**config.mk**
```make
export PLATFORM = sky130hd
export DESIGN_NAME = nand_cycle_seq
export DESIGN_NICKNAME = d
export VERILOG_FILES = /design/src/rtl/nand_seq_pkg.sv /design/src/rtl/nand_wait_sync.sv /design/src/rtl/nand_timing_snap.sv /design/src/rtl/nand_gap_track.sv /design/src/rtl/nand_phase_fsm.sv /design/src/rtl/nand_pin_drive.sv /design/src/rtl/nand_cycle_seq.sv
export SDC_FILE = /design/constraint.sdc
export NUM_CORES = 1
export LEC_CHECK = 0
export BUFFER_PORTS_ARGS = -buffer_cell sky130_fd_sc_hd__buf_2
export CORE_UTILIZATION = 59
export DETAILED_ROUTE_END_ITERATION = 10
export GPL_TIMING_DRIVEN = 1
export HOLD_SLACK_MARGIN = 0.1
export PLACE_DENSITY = 0.93
export REMOVE_ABC_BUFFERS = 1
export SLEW_MARGIN = 10
export SYNTH_ARGS = -nofsm -noshare
export SYNTH_HDL_FRONTEND = slang
export SYNTH_SLANG_ARGS = --single-unit
```
**constraint.sdc**
```tcl
create_clock -name clk -period 5 [get_ports clk]
set_input_delay 0.75 -clock clk [delete_from_list [all_inputs] [get_ports clk]]
set_output_delay 0.75 -clock clk [all_outputs]
set_load 0.05 [all_outputs]
```
**src/rtl/nand_seq_pkg.sv**
```systemverilog
package nand_seq_pkg;
  parameter int unsigned NSQ_DATA_W = 8;
  parameter int unsigned NSQ_TIME_W = 8;
  parameter int unsigned NSQ_GAP_W  = 4;

  typedef enum logic [1:0] {
    K_CMD   = 2'd0,
    K_ADDR  = 2'd1,
    K_WRITE = 2'd2,
    K_READ  = 2'd3
  } cyc_kind_e;

  typedef enum logic [1:0] {
    PH_IDLE   = 2'd0,
    PH_SETUP  = 2'd1,
    PH_STROBE = 2'd2,
    PH_HOLD   = 2'd3
  } bus_phase_e;

  typedef struct packed {
    logic [NSQ_TIME_W-1:0] setup;
    logic [NSQ_TIME_W-1:0] strobe;
    logic [NSQ_TIME_W-1:0] hold;
    logic [NSQ_TIME_W-1:0] hiz;
    logic [NSQ_GAP_W-1:0]  cle_re;
    logic [NSQ_GAP_W-1:0]  ale_re;
  } acc_timing_t;

  // A phase whose code is n is over once its counter has reached n (n+1 cycles).
  function automatic logic count_reached(input logic [NSQ_TIME_W-1:0] cnt,
                                         input logic [NSQ_TIME_W-1:0] code);
    return cnt >= code;
  endfunction

  // gap holds cycles since the latch was last high; read strobe follows one cycle later.
  function automatic logic gap_met(input logic [NSQ_GAP_W:0]   gap,
                                   input logic [NSQ_GAP_W-1:0] code);
    return gap >= {1'b0, code};
  endfunction

  // Cycles elapsed strictly past the release window (code n keeps n+1 cycles free).
  function automatic logic window_over(input logic [NSQ_TIME_W:0]   elapsed,
                                       input logic [NSQ_TIME_W-1:0] code);
    return elapsed > {1'b0, code};
  endfunction

  function automatic logic drives_bus(input cyc_kind_e k);
    return k != K_READ;
  endfunction
endpackage

```
**src/rtl/nand_wait_sync.sv**
```systemverilog
module nand_wait_sync #(
  parameter int unsigned STAGES = 2
) (
  input  logic clk,
  input  logic rst_n,
  input  logic async_n,
  output logic sync_n
);
  logic [STAGES-1:0] chain;

  for (genvar i = 0; i < STAGES; i++) begin : g_stage
    if (i == 0) begin : g_first
      always_ff @(posedge clk or negedge rst_n)
        if (!rst_n) chain[i] <= 1'b1;
        else        chain[i] <= async_n;
    end else begin : g_next
      always_ff @(posedge clk or negedge rst_n)
        if (!rst_n) chain[i] <= 1'b1;
        else        chain[i] <= chain[i-1];
    end
  end

  assign sync_n = chain[STAGES-1];
endmodule

```
**src/rtl/nand_timing_snap.sv**
```systemverilog
module nand_timing_snap
  import nand_seq_pkg::*;
#(
  parameter int unsigned TIME_W = NSQ_TIME_W,
  parameter int unsigned GAP_W  = NSQ_GAP_W
) (
  input  logic              clk,
  input  logic              rst_n,
  input  logic              load,
  input  logic              space,
  input  logic [GAP_W-1:0]  cle_re,
  input  logic [GAP_W-1:0]  ale_re,
  input  logic [TIME_W-1:0] hiz,
  input  logic [TIME_W-1:0] strobe,
  input  logic [TIME_W-1:0] setup_com,
  input  logic [TIME_W-1:0] hold_com,
  input  logic [TIME_W-1:0] setup_att,
  input  logic [TIME_W-1:0] hold_att,
  output acc_timing_t       tim_q
);
  acc_timing_t tim_d;

  always_comb begin
    tim_d.setup  = space ? setup_att : setup_com;
    tim_d.hold   = space ? hold_att  : hold_com;
    tim_d.strobe = strobe;
    tim_d.hiz    = hiz;
    tim_d.cle_re = cle_re;
    tim_d.ale_re = ale_re;
  end

  always_ff @(posedge clk or negedge rst_n)
    if (!rst_n)    tim_q <= '0;
    else if (load) tim_q <= tim_d;
endmodule

```
**src/rtl/nand_gap_track.sv**
```systemverilog
module nand_gap_track #(
  parameter int unsigned GAP_W = 4
) (
  input  logic           clk,
  input  logic           rst_n,
  input  logic           latch_hi,
  output logic [GAP_W:0] gap_q
);
  localparam logic [GAP_W:0] GAP_MAX = '1;
  localparam logic [GAP_W:0] GAP_ONE = {{GAP_W{1'b0}}, 1'b1};

  always_ff @(posedge clk or negedge rst_n)
    if (!rst_n)                gap_q <= GAP_MAX;
    else if (latch_hi)         gap_q <= GAP_ONE;
    else if (gap_q != GAP_MAX) gap_q <= gap_q + GAP_ONE;
endmodule

```
**src/rtl/nand_phase_fsm.sv**
```systemverilog
module nand_phase_fsm
  import nand_seq_pkg::*;
#(
  parameter int unsigned DATA_W = NSQ_DATA_W,
  parameter int unsigned TIME_W = NSQ_TIME_W,
  parameter int unsigned GAP_W  = NSQ_GAP_W
) (
  input  logic              clk,
  input  logic              rst_n,
  input  logic              start,
  input  cyc_kind_e         kind_in,
  input  logic [DATA_W-1:0] data_in,
  input  acc_timing_t       tim,
  input  logic              wait_ok,
  input  logic [GAP_W:0]    cle_gap,
  input  logic [GAP_W:0]    ale_gap,
  output bus_phase_e        phase_q,
  output cyc_kind_e         kind_q,
  output logic [DATA_W-1:0] data_q,
  output logic              bus_free,
  output logic              strobe_end,
  output logic              hold_end
);
  localparam logic [TIME_W-1:0] CNT_MAX = '1;
  localparam logic [TIME_W:0]   EL_MAX  = '1;

  logic [TIME_W-1:0] cnt_q;
  logic [TIME_W:0]   elapsed_q;
  logic              setup_end;
  logic              read_gap_ok;
  logic              active;
  bus_phase_e        phase_d;

  assign active      = phase_q != PH_IDLE;
  assign read_gap_ok = (kind_q != K_READ) ||
                       (gap_met(cle_gap, tim.cle_re) && gap_met(ale_gap, tim.ale_re));
  assign setup_end   = (phase_q == PH_SETUP)  && count_reached(cnt_q, tim.setup) && read_gap_ok;
  assign strobe_end  = (phase_q == PH_STROBE) && count_reached(cnt_q, tim.strobe) && wait_ok;
  assign hold_end    = (phase_q == PH_HOLD)   && count_reached(cnt_q, tim.hold);
  assign bus_free    = window_over(elapsed_q, tim.hiz);

  always_comb begin
    phase_d = phase_q;
    unique case (phase_q)
      PH_IDLE:   if (start)      phase_d = PH_SETUP;
      PH_SETUP:  if (setup_end)  phase_d = PH_STROBE;
      PH_STROBE: if (strobe_end) phase_d = PH_HOLD;
      PH_HOLD:   if (hold_end)   phase_d = PH_IDLE;
      default:                   phase_d = PH_IDLE;
    endcase
  end

  always_ff @(posedge clk or negedge rst_n)
    if (!rst_n) begin
      phase_q   <= PH_IDLE;
      kind_q    <= K_CMD;
      data_q    <= '0;
      cnt_q     <= '0;
      elapsed_q <= '0;
    end else begin
      phase_q <= phase_d;
      if (start) begin
        kind_q    <= kind_in;
        data_q    <= data_in;
        cnt_q     <= '0;
        elapsed_q <= '0;
      end else begin
        if (phase_d != phase_q)                cnt_q <= '0;
        else if (active && cnt_q != CNT_MAX)   cnt_q <= cnt_q + 1'b1;
        if (active && elapsed_q != EL_MAX)     elapsed_q <= elapsed_q + 1'b1;
      end
    end
endmodule

```
**src/rtl/nand_pin_drive.sv**
```systemverilog
module nand_pin_drive
  import nand_seq_pkg::*;
#(
  parameter int unsigned DATA_W = NSQ_DATA_W
) (
  input  logic              clk,
  input  logic              rst_n,
  input  bus_phase_e        phase,
  input  cyc_kind_e         kind,
  input  logic [DATA_W-1:0] data,
  input  logic              bus_free,
  input  logic              strobe_end,
  input  logic              hold_end,
  input  logic [DATA_W-1:0] dq_i,
  output logic              ce_n,
  output logic              cle,
  output logic              ale,
  output logic              we_n,
  output logic              re_n,
  output logic [DATA_W-1:0] dq_o,
  output logic              dq_oe,
  output logic              done,
  output logic [DATA_W-1:0] rd_data
);
  logic active;
  logic strobing;

  assign active   = phase != PH_IDLE;
  assign strobing = phase == PH_STROBE;

  assign ce_n  = !active;
  assign cle   = active && (kind == K_CMD);
  assign ale   = active && (kind == K_ADDR);
  assign we_n  = !(strobing && drives_bus(kind));
  assign re_n  = !(strobing && !drives_bus(kind));
  assign dq_o  = data;
  assign dq_oe = active && drives_bus(kind) && bus_free;

  always_ff @(posedge clk or negedge rst_n)
    if (!rst_n) begin
      done    <= 1'b0;
      rd_data <= '0;
    end else begin
      done <= hold_end;
      if (strobe_end && kind == K_READ) rd_data <= dq_i;
    end
endmodule

```
**src/rtl/nand_cycle_seq.sv**
```systemverilog
module nand_cycle_seq
  import nand_seq_pkg::*;
#(
  parameter int unsigned DATA_W      = NSQ_DATA_W,
  parameter int unsigned TIME_W      = NSQ_TIME_W,
  parameter int unsigned GAP_W       = NSQ_GAP_W,
  parameter int unsigned SYNC_STAGES = 2
) (
  input  logic              clk,
  input  logic              rst_n,
  input  logic              req_valid,
  output logic              req_ready,
  input  logic [1:0]        req_kind,
  input  logic              req_space,
  input  logic [DATA_W-1:0] req_data,
  input  logic [GAP_W-1:0]  cfg_cle_re,
  input  logic [GAP_W-1:0]  cfg_ale_re,
  input  logic [TIME_W-1:0] cfg_hiz,
  input  logic [TIME_W-1:0] cfg_strobe,
  input  logic [TIME_W-1:0] cfg_setup_com,
  input  logic [TIME_W-1:0] cfg_hold_com,
  input  logic [TIME_W-1:0] cfg_setup_att,
  input  logic [TIME_W-1:0] cfg_hold_att,
  output logic              nand_ce_n,
  output logic              nand_cle,
  output logic              nand_ale,
  output logic              nand_we_n,
  output logic              nand_re_n,
  output logic [DATA_W-1:0] nand_dq_o,
  output logic              nand_dq_oe,
  input  logic [DATA_W-1:0] nand_dq_i,
  input  logic              nand_wait_n,
  output logic              rsp_done,
  output logic [DATA_W-1:0] rsp_data
);
  localparam int unsigned N_LATCH = 2;

  bus_phase_e        phase;
  cyc_kind_e         kind;
  logic [DATA_W-1:0] data;
  acc_timing_t       tim;
  logic              accept;
  logic              wait_ok;
  logic              bus_free;
  logic              strobe_end;
  logic              hold_end;
  logic [GAP_W:0]    gap [N_LATCH];
  logic [N_LATCH-1:0] latch_hi;

  assign req_ready = phase == PH_IDLE;
  assign accept    = req_valid && req_ready;
  assign latch_hi  = {nand_ale, nand_cle};

  nand_wait_sync #(.STAGES(SYNC_STAGES)) u_sync (
    .clk(clk), .rst_n(rst_n), .async_n(nand_wait_n), .sync_n(wait_ok)
  );

  nand_timing_snap #(.TIME_W(TIME_W), .GAP_W(GAP_W)) u_snap (
    .clk(clk), .rst_n(rst_n), .load(accept), .space(req_space),
    .cle_re(cfg_cle_re), .ale_re(cfg_ale_re), .hiz(cfg_hiz), .strobe(cfg_strobe),
    .setup_com(cfg_setup_com), .hold_com(cfg_hold_com),
    .setup_att(cfg_setup_att), .hold_att(cfg_hold_att), .tim_q(tim)
  );

  for (genvar i = 0; i < N_LATCH; i++) begin : g_gap
    nand_gap_track #(.GAP_W(GAP_W)) u_gap (
      .clk(clk), .rst_n(rst_n), .latch_hi(latch_hi[i]), .gap_q(gap[i])
    );
  end

  nand_phase_fsm #(.DATA_W(DATA_W), .TIME_W(TIME_W), .GAP_W(GAP_W)) u_fsm (
    .clk(clk), .rst_n(rst_n), .start(accept), .kind_in(cyc_kind_e'(req_kind)),
    .data_in(req_data), .tim(tim), .wait_ok(wait_ok),
    .cle_gap(gap[0]), .ale_gap(gap[1]),
    .phase_q(phase), .kind_q(kind), .data_q(data), .bus_free(bus_free),
    .strobe_end(strobe_end), .hold_end(hold_end)
  );

  nand_pin_drive #(.DATA_W(DATA_W)) u_pins (
    .clk(clk), .rst_n(rst_n), .phase(phase), .kind(kind), .data(data),
    .bus_free(bus_free), .strobe_end(strobe_end), .hold_end(hold_end),
    .dq_i(nand_dq_i), .ce_n(nand_ce_n), .cle(nand_cle), .ale(nand_ale),
    .we_n(nand_we_n), .re_n(nand_re_n), .dq_o(nand_dq_o), .dq_oe(nand_dq_oe),
    .done(rsp_done), .rd_data(rsp_data)
  );
endmodule

```
==> impl_metrics.yaml <==
clock_tree:
  cts_sinks: 90
  cts_tree: "done"
  cts_root_buffer: "clkbuf_8"
  h-tree-depth: 3
  clkSlewWorstSetupHoldPaths_ns: 0.08
  cts_hold_buf: 0
  post_cts_buffers: 0
  cts_resized: 0
  clock_latency_ns: 0.36
  numCtsBuffers: 9
  clockBufferDepth: 2
routing:
  drc_errors: 0
  vias: 3657
  drtIter0Drc: 181
  via_per_inst: 5.57
  firstDrtPassIters: 4
  wl_um: 10400
  wire_per_inst_um: 15.8
  drtAntennaViolNets: 0
worst_hold_path:
  holdCritPathClass: "flop to flop"
critical_path:
  crit_arrival_ns: 2.36
  cp.required_ns: 4.25
  path_class: "flop to output port"
  critPathCaptureType: "output port"
  cp_max_fo: 4
  start_kind: "flop"
die:
  core_area_um2: 7850
  rows: 32
  fp.dieH_um: 92.8
  die_w_um: 92.8
  dieArea_um2: 8620
  pin_count: 103
  initial_core_util_pct: 62.0
placement:
  placed_cells: 642
  place_ws_ns: 2.31
  portBuffers: 102
  gp_congestion: 0.889
  place_hpwl_um: 7450
  placement.cell_area_um2: 5440
global_route:
  track_usage_pct: 25.9
  grt_overflow: 0
  antenna_found_initial: 0
  grt_pass1_vias: 3794
  grt_max_degree: 91
  grt_pass1_wl_um: 17300
cells_and_area:
  fin_area_um2: 5690
  drive_above_1_share_pct: 30.6
  layout_commonest_cell: "buf_2"
  finish.net_count: 677
  final_cell_mix: "101 x buf_2, 78 x dfrtp_1, 47 x ha_1"
  seq_area_um2: 2270
  multi_input_comb_area_um2: 2370
  syn_to_final_growth_pct: 17.0
  diodes: 0
  n_fill_cell: 556
  fin_cells: 657
synth:
  ys_types: 46
  synth_seq_cells: 90
  syn_area_per_cell_um2: 10.8
  ys_seq_area_share_pct: 46.6
  yosysWarningCount: 0
  synth_edf_count: 0
  ys.flop_type: "dfrtp_1"
  yosys.area.top_type: "dfrtp_1"
  synth_top_area_share_pct: 40.1
  synthCells: 452
  syn_area_um2: 4870
  synthArstFlopShare_pct: 100
  ys_top_cells_by_area: "dfrtp_1 40%, ha_1 12%, dfstp_2 6.5%, mux2_2 5.3%, mux2i_1 4.5%"
timing:
  relSlewSlack_pct: 25.6
  period_needed_ns: 3.11
  fin_crit_sh_pct: 62.1
  tns_ns: 0
  rsz0062_at_grt: "false"
  worstMarginPinSlew_ns: 1.12
  final_max_slew_viol_count: 0
  setup_viol: 0
  hold_slack_ns: 0.364
  hold_viol: 0
  max_freq_ghz: 0.322
  worst_slack_ns: 1.89
  finClkSkew_ns: 0.00664
power_and_ir_drop:
  leakage_nw: 2.97
  power_density_nw_per_um2: 619
  vdd_drop_max_mv: 0.424
status:
  status: "complete, no violations"
job:
  maxCapViolations: 0
flip-flops by register name (all words and copies together), names as in the netlist:
signal / count
g_gap.u_gap.gap_q: 10
u_fsm.cnt_q: 8
u_fsm.data_q: 8
u_fsm.elapsed_q: 9
u_fsm.kind_q: 2
u_fsm.phase_q: 2
u_pins.done: 1
u_pins.rd_data: 8
u_snap.tim_q: 40
u_sync.chain: 1
u_sync.sync_n: 1
through the flow:
step                util, %  total power [mW]
CTS                    72.6              3.53
finish                 72.6              3.52
detailed placement     69.3              2.87
floorplan                 -              2.43
global route           72.6              3.77
global placement       69.3              2.71
routing by layer:
layer / global-route usage (%) / wire length, µm / vias up
li1: - / - / 1750
met1: 31.7 / 4200 / 1754
met2: 44.1 / 5380 / 116
met3: 6.08 / 491 / 37
met4: 10.6 / 316 / 0
met5: 0 / 0 / -
final cells by class:
| class | count | share of cell area [%] |
|---|---|---|
| multi-input combinational | 306 | 41.6 |
| sequential | 90 | 39.8 |
| timing repair buffer | 103 | 9.14 |
| inverter | 41 | 2.70 |
| clock inverter | 6 | 2.29 |
| tap | 102 | 2.24 |
| clock buffer | 9 | 2.18 |
power breakdown:
part           switching [mW]  internal [mW]  total (mW)
registers               0.250           1.07        1.32
logic                   0.936          0.644        1.58
clock network           0.250          0.378       0.628
worst max-delay path, stage by stage (launching register included):
cell     delay [ns]
dfrtp_1        0.42
ha_1           0.31
nor2b_1        0.14
o21a_1         0.17
o21a_1         0.16
o21ai_0        0.14
a21oi_1        0.10
o41a_1         0.32
buf_2          0.22
synth_stat cells (7+ instances only):
master	instances
buf_2	10
inv_1	41
ha_1	47
xor2_1	15
nor2b_1	7
nor2_1	36
dfrtp_1	78
dfstp_2	12
nand2_1	31
mux2_2	23
and3_1	10
nor3_2	8
mux2i_1	22
a21oi_1	21
o21ai_0	28
worst paths after layout:
path / slack, ns / to / cells after the start / start
setup / recovery: 1.89 / nand_dq_oe / 8 / u_fsm.elapsed_q[1]
hold / removal: 0.36 / u_sync.sync_n / 0 / u_sync.chain[0]
setup reg to reg: 2.45 / u_snap.tim_q[20] / 5 / u_fsm.phase_q[1]
hold reg to reg: 0.36 / u_sync.sync_n / 0 / u_sync.chain[0]
max in group asynchronous: 3.71 / u_fsm.cnt_q[5] / 1 / rst_n
min in group asynchronous: 0.60 / u_fsm.data_q[1] / 1 / rst_n
cells by family (layout without fill, tap and decap cells):
group / Yosys count / after routing / synth area share [%]
XOR/XNOR: 19 / 19 / 3.42
AND/OR/NAND/NOR: 121 / 121 / 13.1
buffers and inverters: 56 / 159 / 4.73
multiplexers: 45 / 45 / 9.85
adder cells (fa/ha/maj): 47 / 47 / 12.1
AO/OA/AOI/OAI: 74 / 74 / 10.2
flip-flops: 90 / 90 / 46.6
Power figures use the tool's default switching activity.
